## src/rtl/stk_pkg.sv

```systemverilog
package stk_pkg;

    localparam int STK_DATA_W = 64;
    localparam int STK_BYTE_W = 8;
    localparam int STK_SP_W   = 16;
    localparam int STK_OP_W   = 8;

    typedef enum logic [1:0] {
        SEQ_IDLE = 2'd0,
        SEQ_MOVE = 2'd1,
        SEQ_DONE = 2'd2
    } seq_state_e;

    typedef enum logic {
        XFER_PUSH = 1'b0,
        XFER_PULL = 1'b1
    } xfer_dir_e;

    // One byte-transfer slot as seen by the pointer and assembler
    typedef struct packed {
        logic      valid;
        logic      first;
        logic      last;
        xfer_dir_e dir;
    } step_t;

    // Saturate the in-stream operand to the largest lane index
    function automatic int unsigned clamp_count(input int unsigned op,
                                                input int unsigned top);
        return (op > top) ? top : op;
    endfunction

endpackage

```

## src/rtl/stk_sequencer.sv

```systemverilog
module stk_sequencer
    import stk_pkg::*;
#(
    parameter int NBYTES = 8,
    parameter int OP_W   = 8,
    localparam int CNT_W = $clog2(NBYTES)
) (
    input  logic             clk,
    input  logic             rst,
    input  logic             start_i,
    input  xfer_dir_e        dir_i,
    input  logic [OP_W-1:0]  count_i,
    output step_t            step_o,
    output logic [CNT_W-1:0] idx_o,
    output logic             idle_o,
    output logic             busy_o,
    output logic             done_o
);

    seq_state_e       state_q;
    logic [CNT_W-1:0] span_q;
    logic [CNT_W-1:0] rem_q;
    logic [CNT_W:0]   beats_q;
    xfer_dir_e        dir_q;
    logic             first_q;
    logic [CNT_W-1:0] span_in;

    assign span_in = CNT_W'(clamp_count(32'(count_i), NBYTES - 1));

    always_ff @(posedge clk) begin
        if (rst) begin
            state_q <= SEQ_IDLE;
            span_q  <= '0;
            rem_q   <= '0;
            beats_q <= '0;
            dir_q   <= XFER_PUSH;
            first_q <= 1'b0;
        end else begin
            case (state_q)
                SEQ_IDLE: begin
                    if (start_i) begin
                        state_q <= SEQ_MOVE;
                        span_q  <= span_in;
                        rem_q   <= span_in;
                        dir_q   <= dir_i;
                        first_q <= 1'b1;
                        beats_q <= '0;
                    end
                end
                SEQ_MOVE: begin
                    first_q <= 1'b0;
                    beats_q <= beats_q + 1'b1;
                    if (rem_q == '0) begin
                        state_q <= SEQ_DONE;
                    end else begin
                        rem_q <= rem_q - 1'b1;
                    end
                end
                SEQ_DONE: state_q <= SEQ_IDLE;
                default:  state_q <= SEQ_IDLE;
            endcase
        end
    end

    always_comb begin
        step_o.valid = (state_q == SEQ_MOVE);
        step_o.first = first_q;
        step_o.last  = (rem_q == '0);
        step_o.dir   = dir_q;
        // Push walks lanes downward, pull walks them upward
        idx_o = (dir_q == XFER_PUSH) ? rem_q : (span_q - rem_q);
    end

    assign idle_o = (state_q == SEQ_IDLE);
    assign busy_o = (state_q == SEQ_MOVE);
    assign done_o = (state_q == SEQ_DONE);

    p_done_single_r7: assert property (@(posedge clk) disable iff (rst)
        done_o |=> !done_o);

    // Move length equals clamped operand plus one
    p_move_length_r1: assert property (@(posedge clk) disable iff (rst)
        done_o |-> (beats_q == (CNT_W+1)'(span_q) + 1'b1));

    p_start_ignored_r8: assert property (@(posedge clk) disable iff (rst)
        (busy_o && !step_o.last) |=>
            (busy_o && $stable(span_q) && (dir_q == $past(dir_q))));

endmodule

```

## src/rtl/stk_pointer.sv

```systemverilog
module stk_pointer
    import stk_pkg::*;
#(
    parameter int              SP_W    = 16,
    parameter logic [SP_W-1:0] SP_INIT = '1
) (
    input  logic            clk,
    input  logic            rst,
    input  step_t           step_i,
    output logic [SP_W-1:0] sp_o,
    output logic [SP_W-1:0] addr_o
);

    logic [SP_W-1:0] sp_q;

    always_ff @(posedge clk) begin
        if (rst) begin
            sp_q <= SP_INIT;
        end else if (step_i.valid) begin
            if (step_i.dir == XFER_PUSH) begin
                sp_q <= sp_q - 1'b1;
            end else begin
                sp_q <= sp_q + 1'b1;
            end
        end
    end

    // Push uses the pointer as is; pull uses the pre-incremented value
    assign addr_o = (step_i.dir == XFER_PULL) ? (sp_q + 1'b1) : sp_q;
    assign sp_o   = sp_q;

    p_push_dec_r3: assert property (@(posedge clk) disable iff (rst)
        (step_i.valid && step_i.dir == XFER_PUSH) |=> (sp_o == $past(sp_o) - 1'b1));

    p_pull_inc_r4: assert property (@(posedge clk) disable iff (rst)
        (step_i.valid && step_i.dir == XFER_PULL) |=> (sp_o == $past(addr_o)));

    p_idle_hold_r6: assert property (@(posedge clk) disable iff (rst)
        !step_i.valid |=> $stable(sp_o));

endmodule

```

## src/rtl/stk_pull_assembler.sv

```systemverilog
module stk_pull_assembler
    import stk_pkg::*;
#(
    parameter int NBYTES = 8,
    parameter int BYTE_W = 8,
    localparam int CNT_W  = $clog2(NBYTES),
    localparam int DATA_W = NBYTES * BYTE_W
) (
    input  logic              clk,
    input  logic              rst,
    input  step_t             step_i,
    input  logic [CNT_W-1:0]  idx_i,
    input  logic [BYTE_W-1:0] rdata_i,
    output logic [DATA_W-1:0] val_o
);

    logic [NBYTES-1:0][BYTE_W-1:0] lane_q;
    logic                          take;

    assign take = step_i.valid && (step_i.dir == XFER_PULL);

    for (genvar g = 0; g < NBYTES; g++) begin : g_lane
        always_ff @(posedge clk) begin
            if (rst) begin
                lane_q[g] <= '0;
            end else if (take) begin
                if (idx_i == CNT_W'(g)) begin
                    lane_q[g] <= rdata_i;
                end else if (step_i.first) begin
                    // First pulled byte replaces the whole register
                    lane_q[g] <= '0;
                end
            end
        end
    end

    assign val_o = lane_q;

    p_upper_clear_r5: assert property (@(posedge clk) disable iff (rst)
        (take && step_i.first) |=> (val_o[DATA_W-1:BYTE_W] == '0));

    p_push_keeps_r9: assert property (@(posedge clk) disable iff (rst)
        !take |=> $stable(val_o));

endmodule

```

## src/rtl/stk_transfer_engine.sv

```systemverilog
module stk_transfer_engine
    import stk_pkg::*;
#(
    parameter int              DATA_W  = STK_DATA_W,
    parameter int              BYTE_W  = STK_BYTE_W,
    parameter int              SP_W    = STK_SP_W,
    parameter int              OP_W    = STK_OP_W,
    parameter logic [SP_W-1:0] SP_INIT = '1,
    localparam int NBYTES = DATA_W / BYTE_W,
    localparam int CNT_W  = $clog2(NBYTES)
) (
    input  logic              clk,
    input  logic              rst,
    input  logic              start_i,
    input  logic              dir_i,
    input  logic [DATA_W-1:0] value_i,
    input  logic [OP_W-1:0]   count_i,
    output logic [SP_W-1:0]   mem_addr_o,
    output logic              mem_we_o,
    output logic [BYTE_W-1:0] mem_wdata_o,
    output logic              mem_re_o,
    input  logic [BYTE_W-1:0] mem_rdata_i,
    output logic [DATA_W-1:0] pull_val_o,
    output logic [SP_W-1:0]   sp_o,
    output logic              busy_o,
    output logic              done_o
);

    step_t                         step;
    logic [CNT_W-1:0]              idx;
    logic                          idle;
    logic [NBYTES-1:0][BYTE_W-1:0] push_q;

    stk_sequencer #(
        .NBYTES (NBYTES),
        .OP_W   (OP_W)
    ) u_seq (
        .clk     (clk),
        .rst     (rst),
        .start_i (start_i),
        .dir_i   (xfer_dir_e'(dir_i)),
        .count_i (count_i),
        .step_o  (step),
        .idx_o   (idx),
        .idle_o  (idle),
        .busy_o  (busy_o),
        .done_o  (done_o)
    );

    stk_pointer #(
        .SP_W    (SP_W),
        .SP_INIT (SP_INIT)
    ) u_sp (
        .clk    (clk),
        .rst    (rst),
        .step_i (step),
        .sp_o   (sp_o),
        .addr_o (mem_addr_o)
    );

    stk_pull_assembler #(
        .NBYTES (NBYTES),
        .BYTE_W (BYTE_W)
    ) u_asm (
        .clk     (clk),
        .rst     (rst),
        .step_i  (step),
        .idx_i   (idx),
        .rdata_i (mem_rdata_i),
        .val_o   (pull_val_o)
    );

    // Push image is captured only when a start is accepted
    always_ff @(posedge clk) begin
        if (rst) begin
            push_q <= '0;
        end else if (start_i && idle) begin
            push_q <= value_i;
        end
    end

    assign mem_wdata_o = push_q[idx];
    assign mem_we_o    = step.valid && (step.dir == XFER_PUSH);
    assign mem_re_o    = step.valid && (step.dir == XFER_PULL);

    p_strobe_busy_r10: assert property (@(posedge clk) disable iff (rst)
        (mem_we_o || mem_re_o) |-> busy_o);

    p_push_image_hold_r8: assert property (@(posedge clk) disable iff (rst)
        busy_o |=> $stable(push_q));

endmodule

```

## config.mk

```make
export PLATFORM = sky130hd
export DESIGN_NAME = stk_transfer_engine
export DESIGN_NICKNAME = d
export VERILOG_FILES = /design/src/rtl/stk_pkg.sv /design/src/rtl/stk_sequencer.sv /design/src/rtl/stk_pointer.sv /design/src/rtl/stk_pull_assembler.sv /design/src/rtl/stk_transfer_engine.sv
export SDC_FILE = /design/constraint.sdc
export NUM_CORES = 1
export LEC_CHECK = 0
export BUFFER_PORTS_ARGS = -buffer_cell sky130_fd_sc_hd__buf_2
export CAP_MARGIN = 20
export CORE_AREA = 4 4 129 131
export CTS_CLUSTER_DIAMETER = 200
export CTS_CLUSTER_SIZE = 24
export DETAILED_ROUTE_END_ITERATION = 16
export DIE_AREA = 0 0 133 135
export PLACE_DENSITY = 0.72
export SYNTH_ARGS = -nofsm -noshare
export SYNTH_HDL_FRONTEND = slang
export SYNTH_SLANG_ARGS = --single-unit
```

## constraint.sdc

```tcl
create_clock -name clk -period 3.35 [get_ports clk]
set_clock_uncertainty 0.2 [all_clocks]
set_input_delay 0 -clock clk [delete_from_list [all_inputs] [get_ports clk]]
set_output_delay 0 -clock clk [all_outputs]
set_load 0.005 [all_outputs]
```

==> flow_summary.yaml <==
outcome:
  outcome: "completed"
yosys:
  ys.flop_type: "dfxtp_1"
  seq_area_frac_synth_pct: 45.63
  syn_nets: 874
  yosys.area.top_type_share_pct: 45.63
  yosys.area.top_type: "dfxtp_1"
  synth_top_family_by_area: "simple AND/OR/NAND/NOR gates"
  synth_compound_area_share_pct: 8.796
  synthSimpleGateAreaFrac_pct: 20.98
  synthAdderAreaFrac_pct: 1.593
  synthMuxAreaShare_pct: 14.96
  avgSynthCellArea_um2: 8.640
  ys_async_sr_fraction_pct: 0
  syn_area_mm2: 0.006756
  synthXorXnorAreaFrac_pct: 3.630
  synth_edf_count: 0
  netlist_instances: 782
  synth_area_leaders: "dfxtp_1, nand2_1, mux2i_1"
  yosysUniqueCellTypes: 46
  yosys_warnings: 0
  ys_seq_elements: 154
finish:
  final_net_count: 1118
  area_growth_syn_to_layout_pct: 37.15
  antenna_cells: 0
  drive_gt1_share_pct: 25.12
critical_path:
  crit_path_max_fanout: 16
  crit_type: "reg -> out"
  path_cells: "ha_1 -> inv_1 -> fa_1 -> nand2_1 -> a21boi_2 -> buf_4 -> mux4_2 -> nand2_1 -> nand2_1 -> buf_2"
  cp-end-kind: "primary output"
  timing.critical_path.mode_cell: "nand2_1"
  crit_path_max_incr_delay_ns: 0.49
  crit_buf_inv: 3
  crit_slowest_cell: "fa_1"
  crit_family: "adder cells"
  critPathRequiredTime_ns: 3.15
  cp_data_arrival_time_ns: 2.80
  start_kind: "register"
global_routing:
  grtUsageTotal_pct: 21.09
  grt_remaining_overflow: 0
  grt_max_degree: 101
  grt_pass1_vias: 6188
  grt_pass1_wl_mm: 30.57
  antenna_found_initial: 0
floorplan:
  core_mm2: 0.01560
  rows: 46
  die_x_um: 133
  floorplan.initialDensity_pct: 43.32
  ioPinCount: 192
  die_area_mm2: 0.01796
  dieHeight_um: 135
clock_network:
  cts.sinks: 154
  cts_tree: "yes"
  cts_setup_buffers: 0
  ctsHtreeMaxLevel: 4
  cts_resized: 0
  clockBufferDepth: 2
  root_buffer: "clkbuf_16"
  cts_buffers: 17
  path_clk_slew_ns: 0.06
  clk_latency_ns: 0.41
detailed_routing:
  postRouteAntennaNets: 0
  met2RoutedLength_mm: 9.545
  vias: 6318
  drt-met1-wl_mm: 8.190
  top_layer: "met4"
  drtIter0Drc: 330
  drt-pass1-iter-count: 5
  viasPerCell: 5.034
  met3_length_mm: 1.263
  routed_wl_mm: 19.29
  wire_per_inst_um: 15.37
  drc_errors: 0
timing:
  rsz0062_at_grt: "false"
  fmax_mhz: 333.4
  slew_viol_final: 0
  fin_setup_tns_ns: 0
  relSlewSlack_pct: 29.91
  min_period_ns: 3.000
  period_share_pct: 89.54
  tightest_slew_ns: 1.051
  hold_viol_final: 0
  setup_viol: 0
pwr:
  vdd_drop_max_uv: 328.4
  powerDensity_mw_per_mm2: 515.9
  p_leak_nw: 4.084
  p_total_mw: 4.781
place:
  place.port_buffers: 191
  gp_congestion: 0.8621
  dpl.hpwl_mm: 12.39
run:
  cap_viol_max_count: 0
min_path:
  hp-class: "in -> reg"
==> power breakdown <==
| group | leakage [nW] | switching (mW) | internal, mW |
|---|---|---|---|
| registers | 1.25 | 0.0680 | 1.92 |
| clock network | 0.299 | 0.807 | 1.19 |
| logic | 2.53 | 0.430 | 0.367 |
==> cell usage after synthesis, types with 11 or more instances <==
cell and count:
inv_1 11, clkbuf_1 36, a21oi_1 79, nand2_1 240, xnor2_1 16, nor3_1 15, dfxtp_1 154, o21ai_0 12
buf_1 14, xor2_1 12, nand2b_1 18, mux2i_1 65, nor2_1 19, mux4_2 16
==> final timing paths <==
check	startpoint	endpoint	slack, ns	depth (start not counted)
max	u_seq.rem_q[0]	mem_wdata_o[2]	0.35	10
min	rst	u_seq.state_q[0]	0.03	2
max reg2reg	u_seq.rem_q[0]	u_asm.val_o[9]	0.44	8
min reg2reg	push_q[11]	push_q[11]	0.25	2
==> area by class of cell <==
type	count	area, um^2
Inverter	12	45.04
Clock buffer	17	425.4
Fill cell	1340	6331
Sequential cell	154	3083
Clock inverter	15	186.4
Timing Repair Buffer	284	1862
Tap cell	216	270.3
Multi-Input combinational cell	557	3395
==> sequential cells by signal (all words and copies together), names as in the netlist <==
| signal | flops |
|---|---|
| push_q | 64 |
| u_asm.val_o | 64 |
| u_sp.sp_o | 16 |
| u_seq.rem_q | 3 |
| u_seq.span_q | 3 |
| u_seq.state_q | 2 |
| u_seq.dir_q | 1 |
| u_seq.first_q | 1 |
==> layer usage <==
layer	track usage, %	vias up
met3	4.732	20
met5	0	-
li1	-	3117
met1	26.70	2952
met2	35.81	229
met4	6.986	0
==> cells in the final DEF, fill, tap and decap left out, drive strengths merged, types with 2 or more instances in the layout <==
cell type    instances
nand2              240
buf                202
dfxtp              154
dlygate4sd3         82
a21oi               80
mux2i               65
nor2                22
nand2b              18
inv                 18
clkbuf              17
xnor2               16
mux4                16
nor3                15
o21ai               14
xor2                12
nor4                 7
ha                   7
nand3                6
nand4                5
or3                  4
or4                  4
clkinv               4
and3                 3
nor2b                3
o21bai               3
bufinv               3
a32oi                2
nor4b                2
a211o                2
clkinvlp             2
and2                 2
==> logic make-up after synthesis <==
group | Yosys count
AND/OR/NAND/NOR | 332
flip-flops | 154
AO/OA/AOI/OAI | 108
multiplexers | 81
buffers and inverters | 71
XOR/XNOR | 28
adder cells (fa/ha/maj) | 8
==> metrics by stage <==
stage          util, %  hold WS (ns)  setup slack [ns]  std cells  area, um^2
2_1_floorplan        -      -0.06404            0.7448        782        6756
4_1_cts          59.41      0.006268            0.2906       1255        9266
3_3_place_gp     50.22       0.04162            0.5654       1141        7834
3_5_place_dp     50.22       0.04636            0.4008       1141        7834
6_report         59.41       0.02833            0.3503       1255        9266
5_1_grt          59.41       0.07838            0.1454       1255        9266
==> timing repair <==
item                       4_1_cts  5_1_grt
setup endpoints to repair        0        0
hold endpoints to repair       132        0
hold buffers                    82        0
No activity file was read; power rests on OpenSTA's default activity.
